--- config.mk ---
export PLATFORM = sky130hd
export DESIGN_NAME = freq_lock_detect
export DESIGN_NICKNAME = d
export VERILOG_FILES = /design/src/rtl/flk_pkg.sv /design/src/rtl/flk_refsync.sv /design/src/rtl/flk_window.sv /design/src/rtl/flk_hyst.sv /design/src/rtl/flk_selfilt.sv /design/src/rtl/freq_lock_detect.sv
export SDC_FILE = /design/constraint.sdc
export NUM_CORES = 1
export LEC_CHECK = 0
export ABC_AREA = 0
export BUFFER_PORTS_ARGS = -buffer_cell sky130_fd_sc_hd__buf_2
export CAP_MARGIN = 10
export CORE_AREA = 2 2 89 91
export CTS_BUF_LIST = sky130_fd_sc_hd__clkbuf_16
export CTS_CLUSTER_DIAMETER = 100
export CTS_CLUSTER_SIZE = 28
export DETAILED_ROUTE_END_ITERATION = 7
export DIE_AREA = 0 0 91 93
export PLACE_DENSITY = 0.79
export SLEW_MARGIN = 20
export SYNTH_ARGS = -nofsm -noshare
export SYNTH_HDL_FRONTEND = slang
export SYNTH_SLANG_ARGS = --single-unit
--- constraint.sdc ---
create_clock -name clk -period 8.28 [get_ports clk]
set_input_delay 0.414 -clock clk [delete_from_list [all_inputs] [get_ports clk]]
set_output_delay 0.414 -clock clk [all_outputs]
set_load 0.02 [all_outputs]
--- src/rtl/flk_pkg.sv ---
package flk_pkg;
  typedef enum logic [1:0] {
    VERDICT_HOLD = 2'd0,
    VERDICT_GAIN = 2'd1,
    VERDICT_DROP = 2'd2
  } verdict_t;
endpackage

--- src/rtl/flk_refsync.sv ---
module flk_refsync #(
  parameter int STAGES = 2
) (
  input  logic clk,
  input  logic rst,
  input  logic ref_i,
  output logic rise_o
);
  logic [STAGES-1:0] sync_q;
  logic              prev_q;

  always_ff @(posedge clk) begin
    if (rst) begin
      sync_q <= '0;
      prev_q <= 1'b0;
    end else begin
      sync_q <= {sync_q[STAGES-2:0], ref_i};
      prev_q <= sync_q[STAGES-1];
    end
  end

  assign rise_o = sync_q[STAGES-1] & ~prev_q;
endmodule

--- src/rtl/flk_window.sv ---
module flk_window #(
  parameter int WIN_REFS = 16384,
  parameter int NOM      = 262144,
  parameter int CW       = 20
) (
  input  logic          clk,
  input  logic          rst,
  input  logic          rise_i,
  output logic          done_o,
  output logic          tmo_o,
  output logic [CW-1:0] diff_o
);
  localparam int EW      = (WIN_REFS > 1) ? $clog2(WIN_REFS) : 1;
  localparam int GAP_LIM = 2 * NOM;
  localparam int GW      = $clog2(GAP_LIM + 1);

  logic          armed_q;
  logic [EW-1:0] edge_q;
  logic [CW-1:0] cyc_q;
  logic [GW-1:0] gap_q;
  logic [CW-1:0] cyc_inc;
  logic [CW:0]   meas;
  logic [CW:0]   nom_w;
  logic [CW:0]   diff_w;

  always_comb begin
    cyc_inc = (cyc_q == {CW{1'b1}}) ? cyc_q : cyc_q + 1'b1;
    meas    = {1'b0, cyc_q} + 1'b1;
    nom_w   = (CW+1)'(NOM);
    diff_w  = (meas >= nom_w) ? (meas - nom_w) : (nom_w - meas);
  end

  always_ff @(posedge clk) begin
    if (rst) begin
      armed_q <= 1'b0;
      edge_q  <= '0;
      cyc_q   <= '0;
      gap_q   <= '0;
      done_o  <= 1'b0;
      tmo_o   <= 1'b0;
      diff_o  <= '0;
    end else begin
      done_o <= 1'b0;
      tmo_o  <= 1'b0;
      if (rise_i) begin
        gap_q <= '0;
        if (!armed_q) begin
          armed_q <= 1'b1;
          edge_q  <= '0;
          cyc_q   <= '0;
        end else if (edge_q == EW'(WIN_REFS - 1)) begin
          done_o <= 1'b1;
          diff_o <= diff_w[CW-1:0];
          edge_q <= '0;
          cyc_q  <= '0;
        end else begin
          edge_q <= edge_q + 1'b1;
          cyc_q  <= cyc_inc;
        end
      end else if (gap_q == GW'(GAP_LIM - 1)) begin
        tmo_o   <= 1'b1;
        armed_q <= 1'b0;
        gap_q   <= '0;
      end else begin
        gap_q <= gap_q + 1'b1;
        if (armed_q) cyc_q <= cyc_inc;
      end
    end
  end
endmodule

--- src/rtl/flk_hyst.sv ---
module flk_hyst
  import flk_pkg::*;
#(
  parameter int CW         = 20,
  parameter int DROP_ERR   = 524,
  parameter int REGAIN_ERR = 131
) (
  input  logic          clk,
  input  logic          rst,
  input  logic          done_i,
  input  logic          tmo_i,
  input  logic [CW-1:0] diff_i,
  output logic          lock_o,
  output logic          upd_o
);
  verdict_t verdict;

  always_comb begin
    if (tmo_i || diff_i > CW'(DROP_ERR))  verdict = VERDICT_DROP;
    else if (diff_i <= CW'(REGAIN_ERR))   verdict = VERDICT_GAIN;
    else                                  verdict = VERDICT_HOLD;
  end

  always_ff @(posedge clk) begin
    if (rst) begin
      lock_o <= 1'b0;
      upd_o  <= 1'b0;
    end else begin
      upd_o <= done_i | tmo_i;
      if (done_i || tmo_i) begin
        case (verdict)
          VERDICT_DROP: lock_o <= 1'b0;
          VERDICT_GAIN: lock_o <= 1'b1;
          default:      lock_o <= lock_o;
        endcase
      end
    end
  end
endmodule

--- src/rtl/flk_selfilt.sv ---
module flk_selfilt #(
  parameter int SEL_WINS = 4
) (
  input  logic clk,
  input  logic rst,
  input  logic upd_i,
  input  logic lock_i,
  input  logic acq_only_i,
  output logic state_o,
  output logic sel_o
);
  localparam int SW = $clog2(SEL_WINS + 1);

  logic [SW-1:0] run_q;

  always_ff @(posedge clk) begin
    if (rst) begin
      run_q   <= '0;
      state_o <= 1'b0;
      sel_o   <= 1'b0;
    end else begin
      sel_o <= state_o & ~acq_only_i;
      if (upd_i) begin
        if (lock_i == state_o) begin
          run_q <= '0;
        end else if (run_q == SW'(SEL_WINS - 1)) begin
          state_o <= lock_i;
          run_q   <= '0;
        end else begin
          run_q <= run_q + 1'b1;
        end
      end
    end
  end
endmodule

--- src/rtl/freq_lock_detect.sv ---
module freq_lock_detect #(
  parameter int RATIO       = 16,
  parameter int WIN_REFS    = 16384,
  parameter int DROP_ERR    = 524,
  parameter int REGAIN_ERR  = 131,
  parameter int SEL_WINS    = 4,
  parameter int SYNC_STAGES = 2
) (
  input  logic clk,
  input  logic rst,
  input  logic ref_clk_i,
  input  logic acq_only_i,
  output logic lock_o,
  output logic sel_o
);
  localparam int NOM = WIN_REFS * RATIO;
  localparam int CW  = $clog2(4 * NOM);

  logic          ref_rise;
  logic          win_done;
  logic          win_tmo;
  logic [CW-1:0] win_diff;
  logic          hyst_upd;
  logic          filt_state;

  flk_refsync #(.STAGES(SYNC_STAGES)) u_sync (
    .clk(clk), .rst(rst), .ref_i(ref_clk_i), .rise_o(ref_rise)
  );

  flk_window #(.WIN_REFS(WIN_REFS), .NOM(NOM), .CW(CW)) u_win (
    .clk(clk), .rst(rst), .rise_i(ref_rise),
    .done_o(win_done), .tmo_o(win_tmo), .diff_o(win_diff)
  );

  flk_hyst #(.CW(CW), .DROP_ERR(DROP_ERR), .REGAIN_ERR(REGAIN_ERR)) u_hyst (
    .clk(clk), .rst(rst), .done_i(win_done), .tmo_i(win_tmo),
    .diff_i(win_diff), .lock_o(lock_o), .upd_o(hyst_upd)
  );

  flk_selfilt #(.SEL_WINS(SEL_WINS)) u_filt (
    .clk(clk), .rst(rst), .upd_i(hyst_upd), .lock_i(lock_o),
    .acq_only_i(acq_only_i), .state_o(filt_state), .sel_o(sel_o)
  );
endmodule

==> impl_metrics.toml <==
[timing]
hold_viol = 0
setup_ws_ps = 4710
worst_pin_slew_ps = 961
setup_viol = 0
worst_clock_skew_ps = 9.94
slew_viol_final = 0
max_freq_ghz = 0.280
relSlewSlack_pct = 35.8
timing.setup.tns_ps = 0
period_share_pct = 43.2
fin_crit_ps = 3570
rsz0062_at_grt = "no"

[logic_synthesis]
yosysSeqAreaShare_pct = 36.4
synth.avg_cell_area_um2 = 8.30
ys.flop_type = "dfxtp_1"
yosys_register_bits = 87
synthTopCellsByArea = "dfxtp_1 (36%), nor2_1 (7.1%), xor2_1 (6.0%)"
ys_types = 70
yosysTopAreaCellShare_pct = 36.4
yosys.area.top_type = "dfxtp_1"
syn-num-nets = 587
ys_async_sr_fraction_pct = 0
syn_area_um2 = 4790
synth_edf_count = 0
synthCells = 577
yosysWarnings = 0

[detailed_routing]
dr.pass1.iters = 5
vias = 4098
drt_iter0_markers = 295
antenna_left = 0
wl_um = 10200
drc_errors = 0
wl_per_cell_um = 15.3
via_per_inst = 6.12

[floorplan]
design.core.area_um2 = 7530
start_util_pct = 63.6
die_h_um = 93
num_rows = 32
die_w_um = 91
dieArea_um2 = 8460
pin_count = 6

[global_route]
grt_first_pass_wirelength_um = 17700
use_met2_pct = 42.8
antenna_found_initial = 0
grt_max_degree = 40
grt_remaining_overflow = 0
use_met1_pct = 33.4
busiest_layer = "met2"
grt_use_met3_pct = 4.92
grtUsageTotal_pct = 25.4
grt_pass1_vias = 3809

[power_and_ir_drop]
power.static_leakage_nw = 1.88
power.density_nw_per_um2 = 167
irDropWorstVdd_v = 0.0000913

[cts]
clk-insertion-delay-late_ps = 340
clk_pin_slew_ps = 70
htreeDepth = 3
numCtsBuffers = 9
cts_tree = "done"
root_buffer = "clkbuf_16"
ctsHoldBuffers = 0
cts.sinks = 87
post-cts-setup-buffers = 0
cts_resized = 0
clockBufferDepth = 2

[status]
status = "finished, final reports clean"

[critical_path]
path_delay_family = "simple AND/OR/NAND/NOR gates"
cp-start-kind = "flip-flop"
path_buf_inv = 0
crit_path_end_kind = "flip-flop"
crit_path_cell_trace = "ha_1 -> nand4_2 -> or4_4 -> xor2_1 -> and4b_1 -> a31oi_4 -> a2111oi_1 -> a311o_1"
critical_path_arrival_ps = 3860
crit_type = "flip-flop to flip-flop"
worst-path-max-fanout = 13
crit_required_ps = 8560
slowest_stage = "dfxtp_1"
cpPeakStageDelay_ps = 640

[place]
hpwl_um = 7200
gp_congestion = 0.925
place.port_buffers = 5
place_ws_ps = 4770

[final_layout]
drive_gt1_share_pct = 7.92
area_growth_pct = 5.98
layout.nets = 573
antennaDiodeCount = 0

[flow_run]
max_cap_viol_count = 0

[hold_path]
hold_class = "primary input to flip-flop"
synth_stat cells (all sizes together), types with 3 or more instances:
master,instances
nor2,90
dfxtp,87
nand2,56
nand3,37
xor2,33
xnor2,32
nand4,22
a21oi,19
nor3,19
and3,18
o21ai,18
buf,17
clkbuf,14
nor4,9
or4,8
inv,7
a31oi,6
ha,6
nor2b,6
or3,6
a211oi,5
a311oi,5
and4,5
a2111oi,4
mux2i,4
nand2b,4
o211ai,3
o21a,3
per-layer routing:
layer  share of wire, %  vias to the layer above
li1                   -                     2033
met1                 47                     1956
met2                 47                       98
met3                4.8                       11
met4                1.1                        0
met5                  0                        -
layout by cell type, fill, tap and decap left out, types with 4 or more instances in the layout:
master     netlist  layout
buf_2            7       5
o21ai_0         16      16
or3_1            6       6
nand2_1         56      56
nand3_1         36      36
inv_1            7       7
ha_1             6       6
nor3_1          17      17
xnor2_1         32      32
nor2b_1          6       6
xor2_1          33      33
a21oi_1         19      19
clkbuf_16        0       9
and3_1          18      18
inv_6            0       4
a311oi_1         4       4
dfxtp_1         87      87
nand4_1         17      17
or4_1            5       5
a31oi_1          5       5
mux2i_1          4       4
nor4_1           8       8
nor2_1          90      90
a211oi_1         4       4
nand2b_1         4       4
flip-flops by register name, summed over array words and instances (netlist names):
signal / flops
u_win.diff_o: 20
u_win.edge_q: 14
u_win.cyc_q: 20
u_win.done_o: 1
u_filt.sel_o: 1
u_filt.state_o: 1
u_hyst.upd_o: 1
u_sync.sync_q: 2
u_sync.prev_q: 1
u_filt.run_q: 3
u_hyst.lock_o: 1
u_win.tmo_o: 1
u_win.armed_q: 1
u_win.gap_q: 20
report_power, final:
part	leakage [nW]	total [mW]	internal (mW)	switching, mW
logic	1.03	0.0360	0.0112	0.0248
registers	0.702	0.427	0.421	0.00520
clock network	0.143	0.387	0.210	0.177
cell families (layout without fill, tap and decap cells):
| logic type | count (synthesis) | in the layout | synth area share [%] |
|---|---|---|---|
| xor+xnor | 65 | 65 | 11.9 |
| compound gates | 85 | 85 | 13.1 |
| mux | 5 | 5 | 1.07 |
| flops | 87 | 87 | 36.4 |
| fa+ha+maj | 6 | 6 | 1.57 |
| simple gates | 291 | 291 | 32.1 |
| buf+inv | 38 | 29 | 3.87 |
layout make-up:
| class | instances | area (um^2) |
|---|---|---|
| multi-input cells | 452 | 2860 |
| fillers | 628 | 2450 |
| flip-flops and latches | 87 | 1740 |
| clock buffers | 9 | 225 |
| well taps | 102 | 128 |
| clock inverters | 7 | 60.1 |
| repair buffers | 6 | 32.5 |
| inverters | 7 | 26.3 |
worst paths after layout:
kind	startpoint	endpoint	slack (ps)	depth (start not counted)
min reg2reg	u_win.tmo_o	u_hyst.lock_o	440	1
max	u_win.cyc_q[0]	u_win.diff_o[3]	4710	8
min	acq_only_i	u_filt.sel_o	230	2
max reg2reg	u_win.cyc_q[0]	u_win.diff_o[3]	4710	8
stage by stage:
step                hold slack (ps)  util, %  area (um^2)  instances  total power [mW]
floorplan                       406        -         4790        577             0.464
global placement                417     63.7         4790        654             0.470
detailed placement              430     63.7         4790        654             0.472
CTS                             222     67.5         5080        670             0.855
global route                    232     67.5         5080        670             0.879
finish                          232     67.5         5080        670             0.850
Power figures use the tool's default switching activity.
